## config.mk

```make
export PLATFORM = sky130hd
export DESIGN_NAME = obwin_decoder
export DESIGN_NICKNAME = d
export VERILOG_FILES = /design/src/rtl/obwin_pkg.sv /design/src/rtl/obwin_ctrl.sv /design/src/rtl/obwin_datapath.sv /design/src/rtl/obwin_decoder.sv
export SDC_FILE = /design/constraint.sdc
export NUM_CORES = 1
export LEC_CHECK = 0
export BUFFER_PORTS_ARGS = -buffer_cell sky130_fd_sc_hd__buf_4
export CELL_PAD_IN_SITES_DETAIL_PLACEMENT = 1
export CELL_PAD_IN_SITES_GLOBAL_PLACEMENT = 1
export CORE_UTILIZATION = 32
export CTS_BUF_LIST = sky130_fd_sc_hd__clkbuf_4 sky130_fd_sc_hd__clkbuf_8
export CTS_CLUSTER_DIAMETER = 40
export CTS_CLUSTER_SIZE = 20
export DETAILED_ROUTE_END_ITERATION = 8
export GPL_ROUTABILITY_DRIVEN = 0
export MAX_ROUTING_LAYER = met4
export PLACE_DENSITY_LB_ADDON = 0.05
export REMOVE_ABC_BUFFERS = 1
export SLEW_MARGIN = 20
export SYNTH_ARGS = -nofsm -noshare
export SYNTH_HDL_FRONTEND = slang
export SYNTH_SLANG_ARGS = --single-unit
```

## constraint.sdc

```tcl
create_clock -name clk -period 2.99 [get_ports clk]
set_input_delay 0.1495 -clock clk [delete_from_list [all_inputs] [get_ports clk]]
set_output_delay 0.1495 -clock clk [all_outputs]
set_load 0.005 [all_outputs]
```

## src/rtl/obwin_pkg.sv

```systemverilog
package obwin_pkg;
  localparam int REG_W = 32;

  typedef enum logic [1:0] {
    TGT_NONE = 2'd0,
    TGT_RAM  = 2'd1,
    TGT_PCI  = 2'd2,
    TGT_CPU  = 2'd3
  } bmTarget_e;

  typedef struct packed {
    logic             loadEnable;
    logic             loadControl;
    logic [REG_W-1:0] data;
  } regStrobe_t;
endpackage

```

## src/rtl/obwin_ctrl.sv

```systemverilog
module obwin_ctrl
  import obwin_pkg::*;
(
  input  logic             regWrEn,
  input  logic             regSel,
  input  logic [REG_W-1:0] regWrData,
  output regStrobe_t       strb
);
  always_comb begin
    strb.loadEnable  = regWrEn && !regSel;
    strb.loadControl = regWrEn && regSel;
    strb.data        = regWrData;
  end
endmodule

```

## src/rtl/obwin_datapath.sv

```systemverilog
module obwin_datapath
  import obwin_pkg::*;
#(
  parameter int          ADDR_W    = 32,
  parameter int          SLOT_BITS = 5,
  parameter int          WIN_SHIFT = 23,
  parameter logic [31:0] WIN_BASE  = 32'hF000_0000,
  parameter int          MODE_LSB  = 7,
  parameter logic [1:0]  MODE_ON   = 2'b01,
  parameter logic [31:0] CPU_BASE  = 32'hFFF0_0000,
  parameter logic [31:0] CPU_SPAN  = 32'h000F_FFFF
) (
  input  logic                 clk,
  input  logic                 rstN,
  input  regStrobe_t           strb,
  input  logic [ADDR_W-1:0]    cpuAddr,
  output logic                 fwdHit,
  output logic [SLOT_BITS-1:0] fwdWindow,
  input  logic [ADDR_W-1:0]    bmAddr,
  output logic [1:0]           bmTarget,
  output logic                 bmMiss,
  output logic [ADDR_W-1:0]    bmOffset
);
  localparam int NUM_SLOTS  = 1 << SLOT_BITS;
  localparam int REGION_LSB = WIN_SHIFT + SLOT_BITS;
  localparam logic [ADDR_W:0] SLOT_SIZE = (ADDR_W+1)'(1) << WIN_SHIFT;
  localparam logic [ADDR_W:0] PCI_LO    = {1'b0, WIN_BASE} + SLOT_SIZE;
  localparam logic [ADDR_W:0] PCI_END   = {1'b0, WIN_BASE} + SLOT_SIZE * (NUM_SLOTS - 1);
  localparam logic [ADDR_W:0] CPU_LO    = {1'b0, CPU_BASE};
  localparam logic [ADDR_W:0] CPU_END   = {1'b0, CPU_BASE} + {1'b0, CPU_SPAN};

  logic [REG_W-1:0] enableReg;
  logic [REG_W-1:0] controlReg;

  always_ff @(posedge clk) begin
    if (!rstN) begin
      enableReg  <= '0;
      controlReg <= '0;
    end else begin
      if (strb.loadEnable)  enableReg  <= strb.data;
      if (strb.loadControl) controlReg <= strb.data;
    end
  end

  // Outbound decode
  logic                 modeOn;
  logic                 inRegion;
  logic [SLOT_BITS-1:0] slotIdx;
  logic [NUM_SLOTS-1:0] slotLive;
  logic [NUM_SLOTS-1:0] slotHit;

  assign modeOn   = controlReg[MODE_LSB+1:MODE_LSB] == MODE_ON;
  assign inRegion = cpuAddr[ADDR_W-1:REGION_LSB] == WIN_BASE[ADDR_W-1:REGION_LSB];
  assign slotIdx  = cpuAddr[REGION_LSB-1:WIN_SHIFT];

  for (genvar s = 0; s < NUM_SLOTS; s++) begin : g_slot
    if (s == 0 || s == NUM_SLOTS - 1) begin : g_fixed_off
      assign slotLive[s] = 1'b0;
    end else begin : g_gated
      assign slotLive[s] = modeOn && enableReg[s];
    end
    assign slotHit[s] = slotLive[s] && inRegion && (slotIdx == SLOT_BITS'(s));
  end

  always_comb begin
    fwdHit    = |slotHit;
    fwdWindow = '0;
    for (int s = 0; s < NUM_SLOTS; s++) begin
      if (slotHit[s]) fwdWindow = SLOT_BITS'(s);
    end
  end

  // Inbound decode
  logic [ADDR_W:0] bmWide;
  assign bmWide = {1'b0, bmAddr};

  always_comb begin
    bmTarget = TGT_NONE;
    if (bmWide < PCI_LO)                              bmTarget = TGT_RAM;
    else if (bmWide < PCI_END)                        bmTarget = TGT_PCI;
    else if (bmWide >= CPU_LO && bmWide < CPU_END)    bmTarget = TGT_CPU;
    bmMiss   = bmTarget == TGT_NONE;
    bmOffset = bmMiss ? '0 : bmAddr;
  end

  // the edge slots never forward
  a_r3_edge_slots: assert property (@(posedge clk) disable iff (!rstN)
    fwdHit |-> (fwdWindow != '0 && fwdWindow != SLOT_BITS'(NUM_SLOTS - 1)));
  // the reported slot matches the address
  a_r2_window_matches: assert property (@(posedge clk) disable iff (!rstN)
    fwdHit |-> (cpuAddr[REGION_LSB-1:WIN_SHIFT] == fwdWindow));
  // a hit needs the mode field to be on
  a_r4_mode_gate: assert property (@(posedge clk) disable iff (!rstN)
    fwdHit |-> controlReg[MODE_LSB+1:MODE_LSB] == MODE_ON);
  // writes land at the next edge
  a_r5_enable_load: assert property (@(posedge clk) disable iff (!rstN)
    strb.loadEnable |=> enableReg == $past(strb.data));
  a_r5_control_load: assert property (@(posedge clk) disable iff (!rstN)
    strb.loadControl |=> controlReg == $past(strb.data));
  // a miss carries no offset
  a_r10_miss_clean: assert property (@(posedge clk) disable iff (!rstN)
    bmMiss |-> (bmOffset == '0 && bmTarget == TGT_NONE));
  // nothing below the window region hits
  a_r6_low_addr: assert property (@(posedge clk) disable iff (!rstN)
    (cpuAddr < WIN_BASE) |-> !fwdHit);
endmodule

```

## src/rtl/obwin_decoder.sv

```systemverilog
module obwin_decoder
  import obwin_pkg::*;
(
  input  logic        clk,
  input  logic        rstN,
  input  logic        regWrEn,
  input  logic        regSel,
  input  logic [31:0] regWrData,
  input  logic [31:0] cpuAddr,
  output logic        fwdHit,
  output logic [4:0]  fwdWindow,
  input  logic [31:0] bmAddr,
  output logic [1:0]  bmTarget,
  output logic        bmMiss,
  output logic [31:0] bmOffset
);
  regStrobe_t strb;

  obwin_ctrl u_ctrl (
    .regWrEn  (regWrEn),
    .regSel   (regSel),
    .regWrData(regWrData),
    .strb     (strb)
  );

  obwin_datapath u_dp (
    .clk      (clk),
    .rstN     (rstN),
    .strb     (strb),
    .cpuAddr  (cpuAddr),
    .fwdHit   (fwdHit),
    .fwdWindow(fwdWindow),
    .bmAddr   (bmAddr),
    .bmTarget (bmTarget),
    .bmMiss   (bmMiss),
    .bmOffset (bmOffset)
  );
endmodule

```

==> results of run 1 <==
logic make-up after synthesis:
logic type / after synthesis / share of synthesized area (%)
compound gates: 56 / 18.9
buf+inv: 24 / 5.04
flops: 32 / 29.0
mux: 21 / 11.3
simple gates: 158 / 35.8
through the flow:
stage               util (%)  hold slack [ns]  cells
floorplan                  -            0.294    271
global placement        47.7            0.413    466
detailed placement      47.7            0.421    466
CTS                     49.0            0.115    473
global route            49.0            0.115    473
finish                  49.0            0.118    473
worst max path at each step:
stage	start	slack, ns	depth (start not counted)	endpoint
floorplan	bmAddr[19]	1.11	5	bmOffset[0]
global placement	cpuAddr[24]	0.99	7	fwdHit
detailed placement	cpuAddr[24]	1.01	7	fwdHit
CTS	u_dp.enableReg[15]	0.80	5	fwdHit
global route	u_dp.enableReg[15]	0.72	5	fwdHit
finish	u_dp.enableReg[15]	0.81	5	fwdHit
sequential cells by signal, indices dropped and copies added (netlist names):
register         flops
u_dp.enableReg      30
u_dp.controlReg      2
cells in the final DEF, fill, tap and decap left out, drive strengths merged, types with 3 or more instances in the layout:
| master | n |
|---|---|
| a21boi | 32 |
| a21oi | 5 |
| buf | 118 |
| clkbuf | 5 |
| dfxtp | 32 |
| inv | 4 |
| mux2i | 16 |
| mux4 | 3 |
| nand2 | 71 |
| nand2b | 5 |
| nand3 | 3 |
| nand4 | 7 |
| nor2 | 11 |
| nor2b | 34 |
| nor3 | 9 |
| nor4 | 3 |
worst reg2reg max path: stages, from the launching register on:
cell and delay (ns):
dfxtp_1 0.45, nand2_1 0.07, a21boi_0 0.16
metal layers:
metal	GRT usage, %	vias up
li1	-	1222
met1	25.3	1138
met2	37.4	77
met3	3.70	6
met4	3.70	0
met5	-	-
final cells by class:
type                            count  area share (%)
Clock buffer                        5            2.16
Sequential cell                    32            20.1
Timing Repair Buffer              118            27.8
Clock inverter                      2           0.393
Tap cell                           77            3.03
Inverter                            4           0.472
Multi-Input combinational cell    235            46.0
power by group through the flow:
| stage | registers (mW) | clock network, mW | logic (mW) |
|---|---|---|---|
| finish | 0.462 | 0.321 | 0.244 |
| floorplan | 0.465 | 0 | 0.0898 |
| global route | 0.464 | 0.351 | 0.272 |
| detailed placement | 0.472 | 0 | 0.247 |
| global placement | 0.471 | 0 | 0.242 |
| CTS | 0.462 | 0.333 | 0.248 |
==> key figures, run 1 <==
GRT
  – Vias in the first global route: between 2000 and 2500
  – Largest net degree at the start of global routing: 35
  – Total gr overflow: 0
  – First-pass GRT wire length: ~12000 um
  – Gr usage total: a little over a fifth
  – Initial antenna violation count: 0

Die
  – Row count: 29
  – Core ar.: approximately 6500 um2
  – Die X: 85.1 um
  – Die Ht: 85.1 um
  – Initial Util: around a third
  – I/O pin count: 141
  – Die area: 7240 um2

Route
  – # DRC: 0
  – WL per Instance: 15.2 um
  – DR vias/cell: ~5.2
  – DRT Wirelength: 7200 um
  – Iteration count of the initial detailed-routing pass: 4
  – Metal-1 WL: 3230 um
  – Final antenna-violating net count: 0
  – Iteration-0 DRC Markers: 61
  – Met3 WL: ~360 um
  – Via count: 2443
  – DR top layer: met4
  – Met2 wire length: roughly 3500 um

Finish
  – # fillers: 825
  – Share of cells above drive strength 1: 33.3%
  – N_diodes: 0
  – FF/Latch Area: 641 um2
  – Synthesis-to-layout area growth: 44.0%
  – Post-route cell area: roughly 3200 um2
  – Final nets: approximately 500
  – Multi-input gate area: 1460 um2

Synth
  – Most common cell in the netlist: nand2_1
  – Yosys top cell area share: ~29%
  – Post-synthesis async set-or-reset flop share: 0%
  – Primary FF master, synth: dfxtp_1
  – Register bit count reported by yosys: 32
  – Synthesized instance count: 291
  – Dominant cell type by area after synthesis: dfxtp_1
  – Syn avg cell area: between 7 and 8 um2
  – Number of distinct library cells after synthesis: 47
  – Top post-synthesis cells by area: dfxtp_1 (29%), nand2_1 (12%), a21boi_0 (11%)
  – Post-Synthesis Cell Area: about 2200 um2
  – Seq/Total Area, Yosys: approximately 29%
  – Syn. warnings: 0
  – EDFF count, synth: 0
  – Synth cell count leaders: nand2_1 (71), nor2b_1 (34), a21boi_0 (32), dfxtp_1 (32), mux2i_1 (16)

Hold path
  – Hold Path End: u_dp.enableReg[14]
  – Hold_sp: regWrData[14]
  – Hold Crit Depth: 3
  – Worst Hold Class: primary input to flip-flop

Power
  – Maximum VDD drop: about 0.18 mV
  – Psw: between 200 and 300 uW
  – Cell-internal power: 745 uW
  – Flop pwr share: 44.9%
  – Comb pwr share: 23.8%
  – Tot Pwr: 1.03 mW
  – Cell Pwr Density: about 320 nW/um2
  – Clock network power share: about 31%
  – Leak: about 1.4 nW
  – Sw Ratio: about 28%

CTS
  – CTS Sinks: 32
  – Total CTS buffers: 5
  – Clk root buf: clkbuf_8
  – Clock transition at the registers of the reported paths: about 0.070 ns
  – Total setup buffers inserted after CTS: 0
  – CTS tree: done
  – Maximum clock insertion buffer count: 2
  – Clock Latency Late Sink: about 0.28 ns
  – H-tree depth: 2
  – Hold-fix buffers at CTS: 0
  – PostCTS Resize Cnt: 0

Setup path
  – Worst EP required: ~2.8 ns
  – Crit path launch type: flip-flop
  – CP arrival: a little over 2 ns
  – Reg2Reg Depth: 2
  – WS Path Type: flip-flop to primary output
  – CP max stage delay: between 0.4 and 0.5 ns
  – Worst Path Max Fanout: 5
  – Cell Chain, Critical Path: mux4_2, nand2b_1, a31o_1, or3_1, buf_4
  – Crit path max-delay cell type: mux4_2
  – R2R setup slack: between 2 and 2.5 ns
  – Critical R2R Capture: u_dp.enableReg[15]
  – CP endpoint kind: primary output
  – FF-to-FF Start: u_dp.enableReg[15]
  – CP bufs+invs: 1
  – CP top delay family: simple AND/OR/NAND/NOR gates

STA
  – Min Tclk post-route: 2.18 ns
  – PnR worst setup slack: 0.811 ns
  – Max-slew violation count: 0
  – Clock Skews: 0 ns
  – Final period util: roughly 73%
  – # setup viols final: 0
  – Final Hold Fails: 0
  – Maximum clock rate: between 400 and 500 MHz
  – Worst Max-Slew Pin Slew: around 0.46 ns
  – RSZ-0062 raised after global routing: no
  – Slew HR: between 60% and 70%
  – Setup tns final: 0 ns

Place
  – Dpl hpwl: 5640 um
  – PortBufs: 115
  – Dpl ws: roughly 1 ns
  – Placed cell areas: 3100 um2

Status
  – Status: complete, no violations

Flow run
  – Max_cap viols: 0
(Power assumes the default switching activity.)
==> run 2, diff against run 1 <==
Settings changed: CORE_UTILIZATION 32 to 29.
Clock period 2.99 ns to 2.1 ns, I/O delays scaled along.
==> key figures, run 2 (synthesis results as in run 1) <==
STA
  – PnR worst setup slack: 0.0699 ns (-0.741 ns)
  – Max-slew violation count: 0 (unchanged)
  – Final period util: 96.7%
  – Setup tns final: 0 ns (unchanged)
  – Final Hold Fails: 0 (unchanged)
  – Maximum clock rate: 493 MHz
  – Worst Max-Slew Pin Slew: 0.362 ns (-0.103 ns)
  – Min Tclk post-route: 2.03 ns
  – Slew HR: 75.8% (+7.2 points)
  – Clock Skews: 0 ns (unchanged)
  – # setup viols final: 0 (unchanged)

Setup path
  – R2R setup slack: 1.36 ns (-0.89 ns)
  – WS Path Type: flip-flop to primary output
  – Reg2Reg Depth: 3 (+1)
  – FF-to-FF Start: u_dp.enableReg[15]
  – CP endpoint kind: primary output
  – Worst EP required: 2.00 ns (-0.84 ns)
  – CP arrival: 1.93 ns (-0.10 ns)
  – Worst Path Max Fanout: 3 (-2)
  – Crit path launch type: flip-flop
  – Critical R2R Capture: u_dp.enableReg[15]

Status
  – Status: complete, no violations

Route
  – Iteration-0 DRC Markers: 52 (-15%)
  – Final antenna-violating net count: 0 (unchanged)
  – # DRC: 0 (unchanged)
  – DR vias/cell: 4.90 (-5.2%)
  – Iteration count of the initial detailed-routing pass: 4 (unchanged)
  – DRT Wirelength: 7660 um (+6.4%)
  – WL per Instance: 15.3 um (+0.27%)
  – Via count: 2459 (+0.65%)

Die
  – Die X: 89.3 um (+4.9%)
  – Die area: 7970 um2 (+10%)
  – Row count: 31 (+6.9%)
  – Initial Util: 30.3% (-3.7 points)
  – Die Ht: 89.3 um (+4.9%)
  – I/O pin count: 141 (unchanged)
  – Core ar.: 7290 um2 (+12%)

Finish
  – Top reg by flops: u_dp.enableReg
  – Most frequent cells in the layout: buf_4 (124), nand2_1 (71), nor2b_1 (33)
  – Final core occ: 45.7% (-3.3 points)
  – Commonest non-fill, non-tap cell in the layout: buf_4
  – N_diodes: 0 (unchanged)
  – Multi-input gate area: 1490 um2 (+1.9%)
  – Final nets: 502 (+1.2%)
  – Synthesis-to-layout area growth: 50.8%
  – Largest registers: u_dp.enableReg (30), u_dp.controlReg (2)
  – Share of cells above drive strength 1: 36.0% (+2.6 points)
  – Max reg flops: 30 (unchanged)
  – # fillers: 935 (+13%)
  – Finished Layout Cells: 502 (+6.1%)
  – FF/Latch Area: 646 um2 (+0.78%)

Hold path
  – Hold Path End: u_dp.enableReg[22]
  – Worst Hold Class: primary input to flip-flop
  – Hold Crit Depth: 3 (unchanged)
  – Hold_sp: regWrData[22]

CTS
  – Clock transition at the registers of the reported paths: 0.07 ns (about the same)
  – CTS Sinks: 32 (unchanged)
  – Maximum clock insertion buffer count: 2 (unchanged)
  – H-tree depth: 2 (unchanged)
  – CTS tree: done
  – Clk root buf: clkbuf_8
  – Total CTS buffers: 5 (unchanged)
  – Clock Latency Late Sink: 0.28 ns (about the same)

Power
  – Sw Ratio: 24.5% (-3.0 points)
  – Clock network power share: 39.1% (+7.8 points)
  – Psw: 409 uW (+44%)
  – Flop pwr share: 39.3% (-5.6 points)
  – Cell Pwr Density: 501 nW/um2 (+55%)
  – Leak: 1.42 nW (+4.6%)
  – Comb pwr share: 21.5% (-2.3 points)
  – Maximum VDD drop: 0.232 mV (+27%)
  – Cell-internal power: 1.26 mW (+69%)
  – Tot Pwr: 1.67 mW (+62%)

Place
  – Dpl hpwl: 5890 um (+4.5%)
  – PortBufs: 115 (unchanged)
  – Placed Instances: 490 (+5.2%)
  – Dpl ws: 0.230 ns (-0.777 ns)

GRT
  – First-pass GRT wire length: 11600 um (-3.6%)
  – Vias in the first global route: 2387 (-3.9%)
  – Initial antenna violation count: 0 (unchanged)
  – Total gr overflow: 0 (unchanged)
  – Gr usage total: 19.2% (-1.9 points)
  – Largest net degree at the start of global routing: 35 (unchanged)

Flow run
  – Max_cap viols: 0 (unchanged)
run 2: worst max path at each step:
stage	slack (ns)	depth (start not counted)	start	to
after floorplan	0.31	5	bmAddr[19]	bmOffset[0]
after CTS	0.03	6	u_dp.enableReg[8]	fwdHit
after global placement	0.23	7	cpuAddr[24]	fwdHit
after detailed placement	0.23	7	cpuAddr[24]	fwdHit
final	0.07	5	u_dp.enableReg[15]	fwdHit
after global routing	-0.03	6	u_dp.enableReg[30]	fwdHit
run 2: repair_timing:
item	CTS	global route
gates resized for setup	1	8
hold endpoints to repair	0	0
setup endpoints to repair	1	3
setup buffers	0	4
pin swaps	0	2
hold buffers	0	0
cloned	0	0
run 2: layer usage:
layer	share of wire (%)	wire length, um	vias to the layer above	global-route usage, %
met5	0	0	-	-
met4	0.35	27	0	3.46
met3	6.5	496	4	3.88
met2	50	3860	70	34.0
met1	43	3280	1151	22.8
li1	-	-	1234	-
run 2: power by group through the flow:
stage | sequential, mW | clock, mW | combinational, mW
global route | 0.660 | 0.702 | 0.401
CTS | 0.658 | 0.674 | 0.359
global placement | 0.670 | 0 | 0.350
finish | 0.656 | 0.653 | 0.359
detailed placement | 0.671 | 0 | 0.357
floorplan | 0.663 | 0 | 0.128
run 2: worst max-delay path, cell delays in order, from the launching register on:
cell	delay [ns]
dfxtp_4	0.35
mux4_2	0.45
nand2b_1	0.16
a31o_1	0.23
or3_1	0.31
buf_4	0.15
run 2: stage by stage:
step	cell area [um2]	hold WS, ns
2_1_floorplan	2110	0.250
3_3_place_gp	3140	0.365
3_5_place_dp	3140	0.375
4_1_cts	3270	0.0627
5_1_grt	3330	0.0730
6_report	3330	0.0713
run 2: area by class of cell:
type | count | share of cell area [%]
multi-input combinational | 235 | 44.7
timing repair buffer | 124 | 27.9
sequential | 32 | 19.4
tap | 99 | 3.72
clock buffer | 7 | 2.89
clock inverter | 1 | 0.901
inverter | 4 | 0.451
